$ cat config.mk
export PLATFORM = sky130hd
export DESIGN_NAME = prog_cmd_ctrl
export DESIGN_NICKNAME = d
export VERILOG_FILES = /design/src/rtl/prog_cmd_pkg.sv /design/src/rtl/prog_cmd_devlist.sv /design/src/rtl/prog_cmd_addr.sv /design/src/rtl/prog_cmd_reply.sv /design/src/rtl/prog_cmd_ctrl.sv
export SDC_FILE = /design/constraint.sdc
export NUM_CORES = 1
export LEC_CHECK = 0
export ABC_AREA = 1
export BUFFER_PORTS_ARGS = -buffer_cell sky130_fd_sc_hd__buf_2
export CAP_MARGIN = 40
export CORE_MARGIN = 10
export CORE_UTILIZATION = 30
export DETAILED_ROUTE_END_ITERATION = 16
export PLACE_DENSITY = 0.56
export SYNTH_ARGS = -nofsm -noshare
export SYNTH_HDL_FRONTEND = slang
export SYNTH_HIERARCHICAL = 1
export SYNTH_SLANG_ARGS = --single-unit
$ cat constraint.sdc
create_clock -name clk_i -period 1.95 [get_ports clk_i]
set_clock_uncertainty 0.15 [all_clocks]
set_input_delay 0.0975 -clock clk_i [delete_from_list [all_inputs] [get_ports clk_i]]
set_output_delay 0.0975 -clock clk_i [all_outputs]
set_load 0.005 [all_outputs]
$ cat src/rtl/prog_cmd_pkg.sv
package prog_cmd_pkg;

  typedef enum logic [2:0] {
    OP_RD_PROG = 3'd0,
    OP_RD_DATA = 3'd1,
    OP_WR_DATA = 3'd2,
    OP_WR_PLO  = 3'd3,
    OP_WR_PHI  = 3'd4,
    OP_PAGE    = 3'd5,
    OP_ERASE   = 3'd6,
    OP_LEAVE   = 3'd7
  } mem_op_e;

  typedef enum logic [3:0] {
    RK_CR, RK_ERR, RK_ID, RK_SWV, RK_HWV, RK_TYPE, RK_LIST, RK_RD16, RK_RD8
  } reply_e;

  typedef enum logic [2:0] {
    ST_CMD, ST_ARG, ST_MEM, ST_ENTER, ST_REPLY
  } ctrl_state_e;

  localparam logic [7:0] CH_ESC  = 8'h1B;
  localparam logic [7:0] CH_CR   = 8'h0D;
  localparam logic [7:0] CH_ERR  = 8'h3F;
  localparam logic [7:0] CH_TYPE = 8'h53;

endpackage

$ cat src/rtl/prog_cmd_devlist.sv
module prog_cmd_devlist #(
  parameter int             DEV_NUM  = 4,
  parameter logic [DEV_NUM*8-1:0] DEV_LIST = 32'h664A3521,
  parameter int             CW       = 4
) (
  input  logic [7:0]    dev_i,
  input  logic [CW-1:0] idx_i,
  output logic          hit_o,
  output logic [7:0]    code_o
);

  logic [DEV_NUM-1:0] match;

  for (genvar k = 0; k < DEV_NUM; k++) begin : g_cmp
    assign match[k] = (dev_i == DEV_LIST[8*k +: 8]);
  end

  assign hit_o = |match;

  // index DEV_NUM (past the end) yields the 0x00 terminator
  always_comb begin
    code_o = 8'h00;
    for (int k = 0; k < DEV_NUM; k++) begin
      if (idx_i == CW'(k)) code_o = DEV_LIST[8*k +: 8];
    end
  end

endmodule

$ cat src/rtl/prog_cmd_addr.sv
module prog_cmd_addr #(
  parameter int ADDR_W = 16
) (
  input  logic              clk_i,
  input  logic              rst_ni,
  input  logic              load_i,
  input  logic [ADDR_W-1:0] load_val_i,
  input  logic              inc_i,
  output logic [ADDR_W-1:0] addr_o
);

  logic [ADDR_W-1:0] addr_q;

  always_ff @(posedge clk_i or negedge rst_ni) begin
    if (!rst_ni)      addr_q <= '0;
    else if (load_i)  addr_q <= load_val_i;
    else if (inc_i)   addr_q <= addr_q + 1'b1;
  end

  assign addr_o = addr_q;

  a_r9_inc_step: assert property (@(posedge clk_i) disable iff (!rst_ni)
    (inc_i && !load_i) |=> (addr_o == $past(addr_o) + 1'b1));

  a_r7_load_val: assert property (@(posedge clk_i) disable iff (!rst_ni)
    load_i |=> (addr_o == $past(load_val_i)));

  a_r12_hold_idle: assert property (@(posedge clk_i) disable iff (!rst_ni)
    (!load_i && !inc_i) |=> $stable(addr_o));

endmodule

$ cat src/rtl/prog_cmd_reply.sv
module prog_cmd_reply
  import prog_cmd_pkg::*;
#(
  parameter int          DEV_NUM = 4,
  parameter int          CW      = 4,
  parameter logic [55:0] ID_STR  = "BYTEPRG",
  parameter logic [15:0] SW_VER  = "14",
  parameter logic [15:0] HW_VER  = "20"
) (
  input  logic          clk_i,
  input  logic          rst_ni,
  input  logic          start_i,
  input  reply_e        kind_i,
  input  logic [15:0]   rdata_i,
  input  logic [7:0]    list_code_i,
  output logic [CW-1:0] list_idx_o,
  output logic          tx_valid_o,
  output logic [7:0]    tx_data_o,
  input  logic          tx_ready_i,
  output logic          done_o
);

  logic          busy_q;
  reply_e        kind_q;
  logic [15:0]   data_q;
  logic [CW-1:0] idx_q;
  logic [CW-1:0] last_idx;
  logic [7:0]    id_byte;

  always_comb begin
    case (kind_q)
      RK_ID:                    last_idx = CW'(6);
      RK_SWV, RK_HWV, RK_RD16:  last_idx = CW'(1);
      RK_LIST:                  last_idx = CW'(DEV_NUM);
      default:                  last_idx = '0;
    endcase
  end

  always_comb begin
    id_byte = 8'h00;
    for (int k = 0; k < 7; k++) begin
      if (idx_q == CW'(k)) id_byte = ID_STR[8*(6-k) +: 8];
    end
  end

  always_comb begin
    case (kind_q)
      RK_CR:   tx_data_o = CH_CR;
      RK_ERR:  tx_data_o = CH_ERR;
      RK_TYPE: tx_data_o = CH_TYPE;
      RK_ID:   tx_data_o = id_byte;
      RK_SWV:  tx_data_o = (idx_q == '0) ? SW_VER[15:8] : SW_VER[7:0];
      RK_HWV:  tx_data_o = (idx_q == '0) ? HW_VER[15:8] : HW_VER[7:0];
      RK_LIST: tx_data_o = list_code_i;
      RK_RD16: tx_data_o = (idx_q == '0) ? data_q[15:8] : data_q[7:0];
      RK_RD8:  tx_data_o = data_q[7:0];
      default: tx_data_o = CH_ERR;
    endcase
  end

  always_ff @(posedge clk_i or negedge rst_ni) begin
    if (!rst_ni) begin
      busy_q <= 1'b0;
      kind_q <= RK_CR;
      data_q <= '0;
      idx_q  <= '0;
    end else if (start_i) begin
      busy_q <= 1'b1;
      kind_q <= kind_i;
      data_q <= rdata_i;
      idx_q  <= '0;
    end else if (busy_q && tx_ready_i) begin
      if (idx_q == last_idx) busy_q <= 1'b0;
      else                   idx_q  <= idx_q + 1'b1;
    end
  end

  assign tx_valid_o = busy_q;
  assign done_o     = busy_q && tx_ready_i && (idx_q == last_idx);
  assign list_idx_o = idx_q;

  a_r11_tx_hold: assert property (@(posedge clk_i) disable iff (!rst_ni)
    (tx_valid_o && !tx_ready_i) |=> (tx_valid_o && $stable(tx_data_o)));

  a_r11_no_restart: assert property (@(posedge clk_i) disable iff (!rst_ni)
    start_i |-> !tx_valid_o);

endmodule

$ cat src/rtl/prog_cmd_ctrl.sv
module prog_cmd_ctrl
  import prog_cmd_pkg::*;
#(
  parameter int                   ADDR_W   = 16,
  parameter int                   DEV_NUM  = 4,
  parameter logic [DEV_NUM*8-1:0] DEV_LIST = 32'h664A3521,
  parameter logic [55:0]          ID_STR   = "BYTEPRG",
  parameter logic [15:0]          SW_VER   = "14",
  parameter logic [15:0]          HW_VER   = "20"
) (
  input  logic              clk_i,
  input  logic              rst_ni,
  input  logic              rx_valid_i,
  input  logic [7:0]        rx_data_i,
  output logic              rx_ready_o,
  output logic              tx_valid_o,
  output logic [7:0]        tx_data_o,
  input  logic              tx_ready_i,
  output logic              mem_req_o,
  output logic [2:0]        mem_op_o,
  output logic [ADDR_W-1:0] mem_addr_o,
  output logic [7:0]        mem_wdata_o,
  input  logic              mem_ack_i,
  input  logic [15:0]       mem_rdata_i,
  output logic              enter_req_o,
  input  logic              enter_done_i
);

  localparam int CW = $clog2(DEV_NUM + 8);

  ctrl_state_e state_q, state_d;
  logic [7:0]  cmd_q, cmd_d;
  logic [1:0]  arg_left_q, arg_left_d;
  logic [7:0]  arg_hi_q, arg_hi_d;
  mem_op_e     op_q, op_d;
  logic [7:0]  wdata_q, wdata_d;
  logic        inc_q, inc_d;
  reply_e      rk_mem_q, rk_mem_d;
  logic [7:0]  dev_q;

  logic        rx_fire;
  logic        rep_start, rep_done;
  reply_e      rep_kind;
  logic        dev_load, addr_load, addr_inc;
  logic        dev_hit;
  logic [CW-1:0] list_idx;
  logic [7:0]  list_code;
  logic [ADDR_W-1:0] addr;

  assign rx_ready_o = (state_q == ST_CMD) || (state_q == ST_ARG);
  assign rx_fire    = rx_valid_i && rx_ready_o;

  prog_cmd_devlist #(
    .DEV_NUM  (DEV_NUM),
    .DEV_LIST (DEV_LIST),
    .CW       (CW)
  ) i_devlist (
    .dev_i  (dev_q),
    .idx_i  (list_idx),
    .hit_o  (dev_hit),
    .code_o (list_code)
  );

  prog_cmd_addr #(
    .ADDR_W (ADDR_W)
  ) i_addr (
    .clk_i      (clk_i),
    .rst_ni     (rst_ni),
    .load_i     (addr_load),
    .load_val_i (ADDR_W'({arg_hi_q, rx_data_i})),
    .inc_i      (addr_inc),
    .addr_o     (addr)
  );

  prog_cmd_reply #(
    .DEV_NUM (DEV_NUM),
    .CW      (CW),
    .ID_STR  (ID_STR),
    .SW_VER  (SW_VER),
    .HW_VER  (HW_VER)
  ) i_reply (
    .clk_i       (clk_i),
    .rst_ni      (rst_ni),
    .start_i     (rep_start),
    .kind_i      (rep_kind),
    .rdata_i     (mem_rdata_i),
    .list_code_i (list_code),
    .list_idx_o  (list_idx),
    .tx_valid_o  (tx_valid_o),
    .tx_data_o   (tx_data_o),
    .tx_ready_i  (tx_ready_i),
    .done_o      (rep_done)
  );

  always_comb begin
    state_d    = state_q;
    cmd_d      = cmd_q;
    arg_left_d = arg_left_q;
    arg_hi_d   = arg_hi_q;
    op_d       = op_q;
    wdata_d    = wdata_q;
    inc_d      = inc_q;
    rk_mem_d   = rk_mem_q;
    rep_start  = 1'b0;
    rep_kind   = RK_CR;
    dev_load   = 1'b0;
    addr_load  = 1'b0;
    addr_inc   = 1'b0;

    case (state_q)
      ST_CMD: begin
        if (rx_fire && rx_data_i != CH_ESC) begin
          cmd_d     = rx_data_i;
          state_d   = ST_REPLY;
          rep_start = 1'b1;
          rep_kind  = RK_ERR;
          wdata_d   = 8'h00;
          rk_mem_d  = RK_CR;
          inc_d     = 1'b0;
          case (rx_data_i)
            "T": begin rep_start = 1'b0; arg_left_d = 2'd1; state_d = ST_ARG; end
            "S": rep_kind = RK_ID;
            "V": rep_kind = RK_SWV;
            "v": rep_kind = RK_HWV;
            "t": rep_kind = RK_LIST;
            "p": rep_kind = RK_TYPE;
            "x", "y": rep_kind = RK_CR;
            default: begin
              // gated letters; arguments are not taken when refused
              if (dev_hit) begin
                case (rx_data_i)
                  "A": begin
                    rep_start = 1'b0; arg_left_d = 2'd2; state_d = ST_ARG;
                  end
                  "c", "C", "D": begin
                    rep_start = 1'b0; arg_left_d = 2'd1; state_d = ST_ARG;
                  end
                  "R": begin
                    rep_start = 1'b0; op_d = OP_RD_PROG; inc_d = 1'b1;
                    rk_mem_d = RK_RD16; state_d = ST_MEM;
                  end
                  "d": begin
                    rep_start = 1'b0; op_d = OP_RD_DATA; inc_d = 1'b1;
                    rk_mem_d = RK_RD8; state_d = ST_MEM;
                  end
                  "e": begin rep_start = 1'b0; op_d = OP_ERASE; state_d = ST_MEM; end
                  "m": begin rep_start = 1'b0; op_d = OP_PAGE;  state_d = ST_MEM; end
                  "L": begin rep_start = 1'b0; op_d = OP_LEAVE; state_d = ST_MEM; end
                  "P": begin rep_start = 1'b0; state_d = ST_ENTER; end
                  default: ;
                endcase
              end
            end
          endcase
        end
      end

      ST_ARG: begin
        if (rx_fire) begin
          if (arg_left_q == 2'd2) begin
            arg_hi_d   = rx_data_i;
            arg_left_d = 2'd1;
          end else begin
            arg_left_d = 2'd0;
            wdata_d    = rx_data_i;
            rk_mem_d   = RK_CR;
            case (cmd_q)
              "T": begin dev_load  = 1'b1; rep_start = 1'b1; state_d = ST_REPLY; end
              "A": begin addr_load = 1'b1; rep_start = 1'b1; state_d = ST_REPLY; end
              "c": begin op_d = OP_WR_PLO;  inc_d = 1'b0; state_d = ST_MEM; end
              "C": begin op_d = OP_WR_PHI;  inc_d = 1'b1; state_d = ST_MEM; end
              default: begin op_d = OP_WR_DATA; inc_d = 1'b1; state_d = ST_MEM; end
            endcase
          end
        end
      end

      ST_MEM: begin
        if (mem_ack_i) begin
          addr_inc  = inc_q;
          rep_start = 1'b1;
          rep_kind  = rk_mem_q;
          state_d   = ST_REPLY;
        end
      end

      ST_ENTER: begin
        if (enter_done_i) begin
          rep_start = 1'b1;
          state_d   = ST_REPLY;
        end
      end

      ST_REPLY: begin
        if (rep_done) state_d = ST_CMD;
      end

      default: state_d = ST_CMD;
    endcase
  end

  always_ff @(posedge clk_i or negedge rst_ni) begin
    if (!rst_ni) begin
      state_q    <= ST_CMD;
      cmd_q      <= 8'h00;
      arg_left_q <= 2'd0;
      arg_hi_q   <= 8'h00;
      op_q       <= OP_RD_PROG;
      wdata_q    <= 8'h00;
      inc_q      <= 1'b0;
      rk_mem_q   <= RK_CR;
      dev_q      <= 8'h00;
    end else begin
      state_q    <= state_d;
      cmd_q      <= cmd_d;
      arg_left_q <= arg_left_d;
      arg_hi_q   <= arg_hi_d;
      op_q       <= op_d;
      wdata_q    <= wdata_d;
      inc_q      <= inc_d;
      rk_mem_q   <= rk_mem_d;
      if (dev_load) dev_q <= rx_data_i;
    end
  end

  assign mem_req_o   = (state_q == ST_MEM);
  assign mem_op_o    = op_q;
  assign mem_addr_o  = addr;
  assign mem_wdata_o = wdata_q;
  assign enter_req_o = (state_q == ST_ENTER);

  a_r11_rx_tx_excl: assert property (@(posedge clk_i) disable iff (!rst_ni)
    !(rx_ready_o && tx_valid_o));

  a_r6_mem_gated: assert property (@(posedge clk_i) disable iff (!rst_ni)
    mem_req_o |-> dev_hit);

  a_r6_enter_gated: assert property (@(posedge clk_i) disable iff (!rst_ni)
    enter_req_o |-> dev_hit);

  a_r12_mem_hold: assert property (@(posedge clk_i) disable iff (!rst_ni)
    (mem_req_o && !mem_ack_i) |=>
      (mem_req_o && $stable(mem_op_o) && $stable(mem_addr_o) && $stable(mem_wdata_o)));

  a_r10_enter_hold: assert property (@(posedge clk_i) disable iff (!rst_ni)
    (enter_req_o && !enter_done_i) |=> enter_req_o);

  a_r12_single_req: assert property (@(posedge clk_i) disable iff (!rst_ni)
    mem_ack_i && mem_req_o |=> !mem_req_o);

endmodule

==> flow_summary_export.csv <==
group,metric,value,unit
run_status,outcome,"complete, but fails checks",
run_status,violations,"negative setup slack",
min_path,min_from,"rx_data_i[5]",
yosys,syn_avg_cell_area,7.26,sq um
drt,wl_per_cell,14.7,um
floorplanning,fp.dieW,154,um
floorplanning,start_util,30.8,%
drt,ant_nets,0,
yosys,synth_nets,773,
power_and_ir_drop,irDropWorstVdd,0.643,mV
final_layout,diodes,0,
job,drv_cap,0,
clock_tree,cts_tree,"yes",
yosys,yosysTopAreaCellShare,39.2,%
min_path,hold_end,"mem_wdata_o[5]$_DFFE_PN0P_",
setup_path,cp_top_family,"buffers and inverters",
timing,whs,0.0313,ns
final_layout,nets,999,
yosys,synth.top_cells.by_area,"dfrtp_1, nand2_1, nor2_1",
yosys,ys_seq_area_share,39.2,%
drt,vias,5666,
grt,grt_pass1_wl,27300,um
yosys,synthArstFlopShare,100,%
drt,drt_iter0_markers,239,
yosys,synth-edff-count,0,
timing,fin_ws,-0.144,ns
place,portBuffers,68,
yosys,yosysTopAreaCell,"dfrtp_1",
yosys,syn-cell-area,0.00536,sq mm
setup_path,worstPathRequired,1.70,ns
grt,grt_pass1_vias,5548,
floorplanning,die_y,154,um
clock_tree,cts_sinks,84,
timing,finalCritPeriodShare,107,%
timing,drv_slew,0,
floorplanning,rows,48,
yosys,ys_ff_latch,84,
min_path,holdCritPathClass,"in -> reg",
grt,grt_remaining_overflow,0,
clock_tree,clock_latency,0.35,ns
yosys,synth.most_common_cell,"nand2_1",
setup_path,worstSetupPathType,"reg -> out",
final_layout,layoutNonFillerInstCount,1194,
drt,totalWireLength,17600,um
setup_path,critPathSlowestCell,"dfrtp_2",
yosys,synthDistinctLibCells,46,
clock_tree,htree_levels,3,
clock_tree,cts_buffer_depth,2,
setup_path,r2r_slack,-0.02,ns
min_path,hold_depth,4,
setup_path,critPathLaunch,"i_reply/kind_q[3]$_DFFE_PN0P_",
setup_path,crit_path_end_kind,"output pin",
yosys,netlist_instances,738,
place,gp_congestion,0.873,
setup_path,worstReg2RegEnd,"state_q[1]$_DFFE_PN0P_",
final_layout,drive_gt1_share,44.3,%
timing,finalSetupViolations,11,
power_and_ir_drop,pwr_density_cell,1070,mW/mm^2
place,dpl_cell_area,0.00653,sq mm
timing,rsz0062_at_grt,"yes",
final_layout,postLayoutCoreUtil,48.8,%
setup_path,start_kind,"flop",
power_and_ir_drop,p_leak,4.13,nW
drt,avgViaCountPerCell,4.75,
grt,grt_antenna_before_repair,0,
setup_path,max_stage_delay,0.45,ns
timing,fmax,477,MHz
drt,drc_errors,0,
final_layout,n_fill_cell,1692,
timing,final_hold_viol_count,0,
yosys,netlist_top_cells_count,"nand2_1, nor2_1, dfrtp_1",
place,hpwlAfterDp,11900,um
final_layout,design_area,0.00849,sq mm
setup_path,critPathMostFrequentCell,"buf_6",
floorplanning,boundaryPins,69,
floorplanning,core,0.0174,sq mm
final_layout,area_growth,58.4,%
yosys,ys_warn_count,6,
grt,grt_max_degree,47,
setup_path,ff2ff_path_depth,14,
yosys,synth_ff_type,"dfrtp_1",
drt,firstDrtPassIters,5,
floorplanning,die-area,0.0236,sq mm
setup_path,crit_chain,"buf_6, inv_2, buf_6, nand2_4, nor3_4, buf_4, a211oi_2, o2111ai_1, buf_2",
clock_tree,ctsRootBufferMaster,"clkbuf_16",
setup_path,r2r_start,"i_reply/kind_q[3]$_DFFE_PN0P_",
setup_path,cp.buffers_inverters,5,
place,pre_cts_ws,-0.0924,ns
timing,min_period,2.09,ns
setup_path,critPathMaxFanout,4,
clock_tree,cts_inserted_buffers,9,
place,dpl.cell_count,1095,
grt,grt_use_total,13.8,%
clock_tree,clkTransAtPathRegs,0.07,ns
setup_path,cp.arrival,1.85,ns
layout by cell type, fill, tap and decap left out, drive strengths merged, types with 13 or more instances in the layout:
cell type / n
dfrtp: 84
clkbuf: 15
nor2: 107
buf: 198
a21oi: 18
inv: 97
o21ai: 59
dlygate4sd3: 29
nand2: 227
a22oi: 13
nand3: 51
kinds of logic after synthesis:
| logic type | count (synthesis) | share of synthesized area [%] |
|---|---|---|
| buffers and inverters | 112 | 8.98 |
| AND/OR/NAND/NOR | 407 | 34.5 |
| AO/OA/AOI/OAI | 121 | 14.7 |
| flip-flops | 84 | 39.2 |
| other | 1 | 0.0699 |
| XOR/XNOR | 8 | 1.31 |
| adder cells (fa/ha/maj) | 5 | 1.17 |
stage by stage:
stage / power (mW) / TNS (ns)
floorplan: 4.47 / 0
global placement: 5.59 / -1.55
detailed placement: 5.61 / -1.05
CTS: 8.15 / -0.644
global route: 9.70 / -4.81
finish: 9.10 / -0.630
layer usage:
layer | GRT usage, % | part of all wire, % | vias up
li1 | - | - | 2842
met1 | 16.8 | 44 | 2671
met2 | 23.6 | 49 | 121
met3 | 3.15 | 4.5 | 32
met4 | 4.23 | 2.5 | 0
met5 | 0 | 0 | -
worst register-to-register path, cell delays in order, from the launching register on:
cell and delay (ns):
dfrtp_2 0.46, nor2_4 0.14, buf_6 0.12, nand2_4 0.05, nand4_1 0.08, nand2_2 0.10, nor3_4 0.20, nor2_1 0.07
nand2_1 0.08, nand2_1 0.07, nor3_2 0.11, nand2_1 0.09, nor2_1 0.10, nand2_1 0.06, nand2_1 0.05
how the worst max path moves through the flow:
stage                                         to  slack [ns]  cells after the start
3_5_place_dp   i_reply/list_idx_o[2]$_DFFE_PN0P_       -0.09                     13
4_1_cts                             tx_data_o[1]       -0.12                      9
3_3_place_gp   i_reply/list_idx_o[2]$_DFFE_PN0P_       -0.13                     13
5_1_grt                             tx_data_o[1]       -0.24                      9
2_1_floorplan             state_q[1]$_DFFE_PN0P_        0.04                     14
6_report                            tx_data_o[1]       -0.14                      9
state kept, by name (all words and copies together), names as in the netlist:
| register | count |
|---|---|
| mem_wdata_o | 8 |
| i_addr/addr_o | 16 |
| arg_left_q | 2 |
| arg_hi_q | 8 |
| dev_q | 8 |
| i_reply/list_idx_o | 4 |
| rk_mem_q | 2 |
| mem_op_o | 3 |
| i_reply/data_q | 16 |
| i_reply/kind_q | 4 |
| i_reply/tx_valid_o | 1 |
| state_q | 3 |
| cmd_q | 8 |
| inc_q | 1 |
area by class of cell:
class	count	area (sq um)	area share [%]
tap	225	282	3.31
clock inverter	6	76.3	0.899
timing repair buffer	232	1950	23.0
multi-input combinational	543	3450	40.6
sequential	84	2110	24.8
inverter	94	387	4.55
clock buffer	10	239	2.81
what timing repair did:
item,4_1_cts,5_1_grt
pin swaps,25,59
hold buffers,29,0
gates resized for setup,85,160
hold endpoints to repair,111,0
gates cloned,2,7
setup endpoints to repair,42,55
setup buffers,32,14
power by group:
part	leakage, nW	total (mW)	switching (mW)	internal (mW)
Clock	0.156	1.84	0.789	1.05
Sequential	1.09	2.53	0.338	2.19
Combinational	2.89	4.73	2.60	2.13
(Power assumes the default switching activity.)
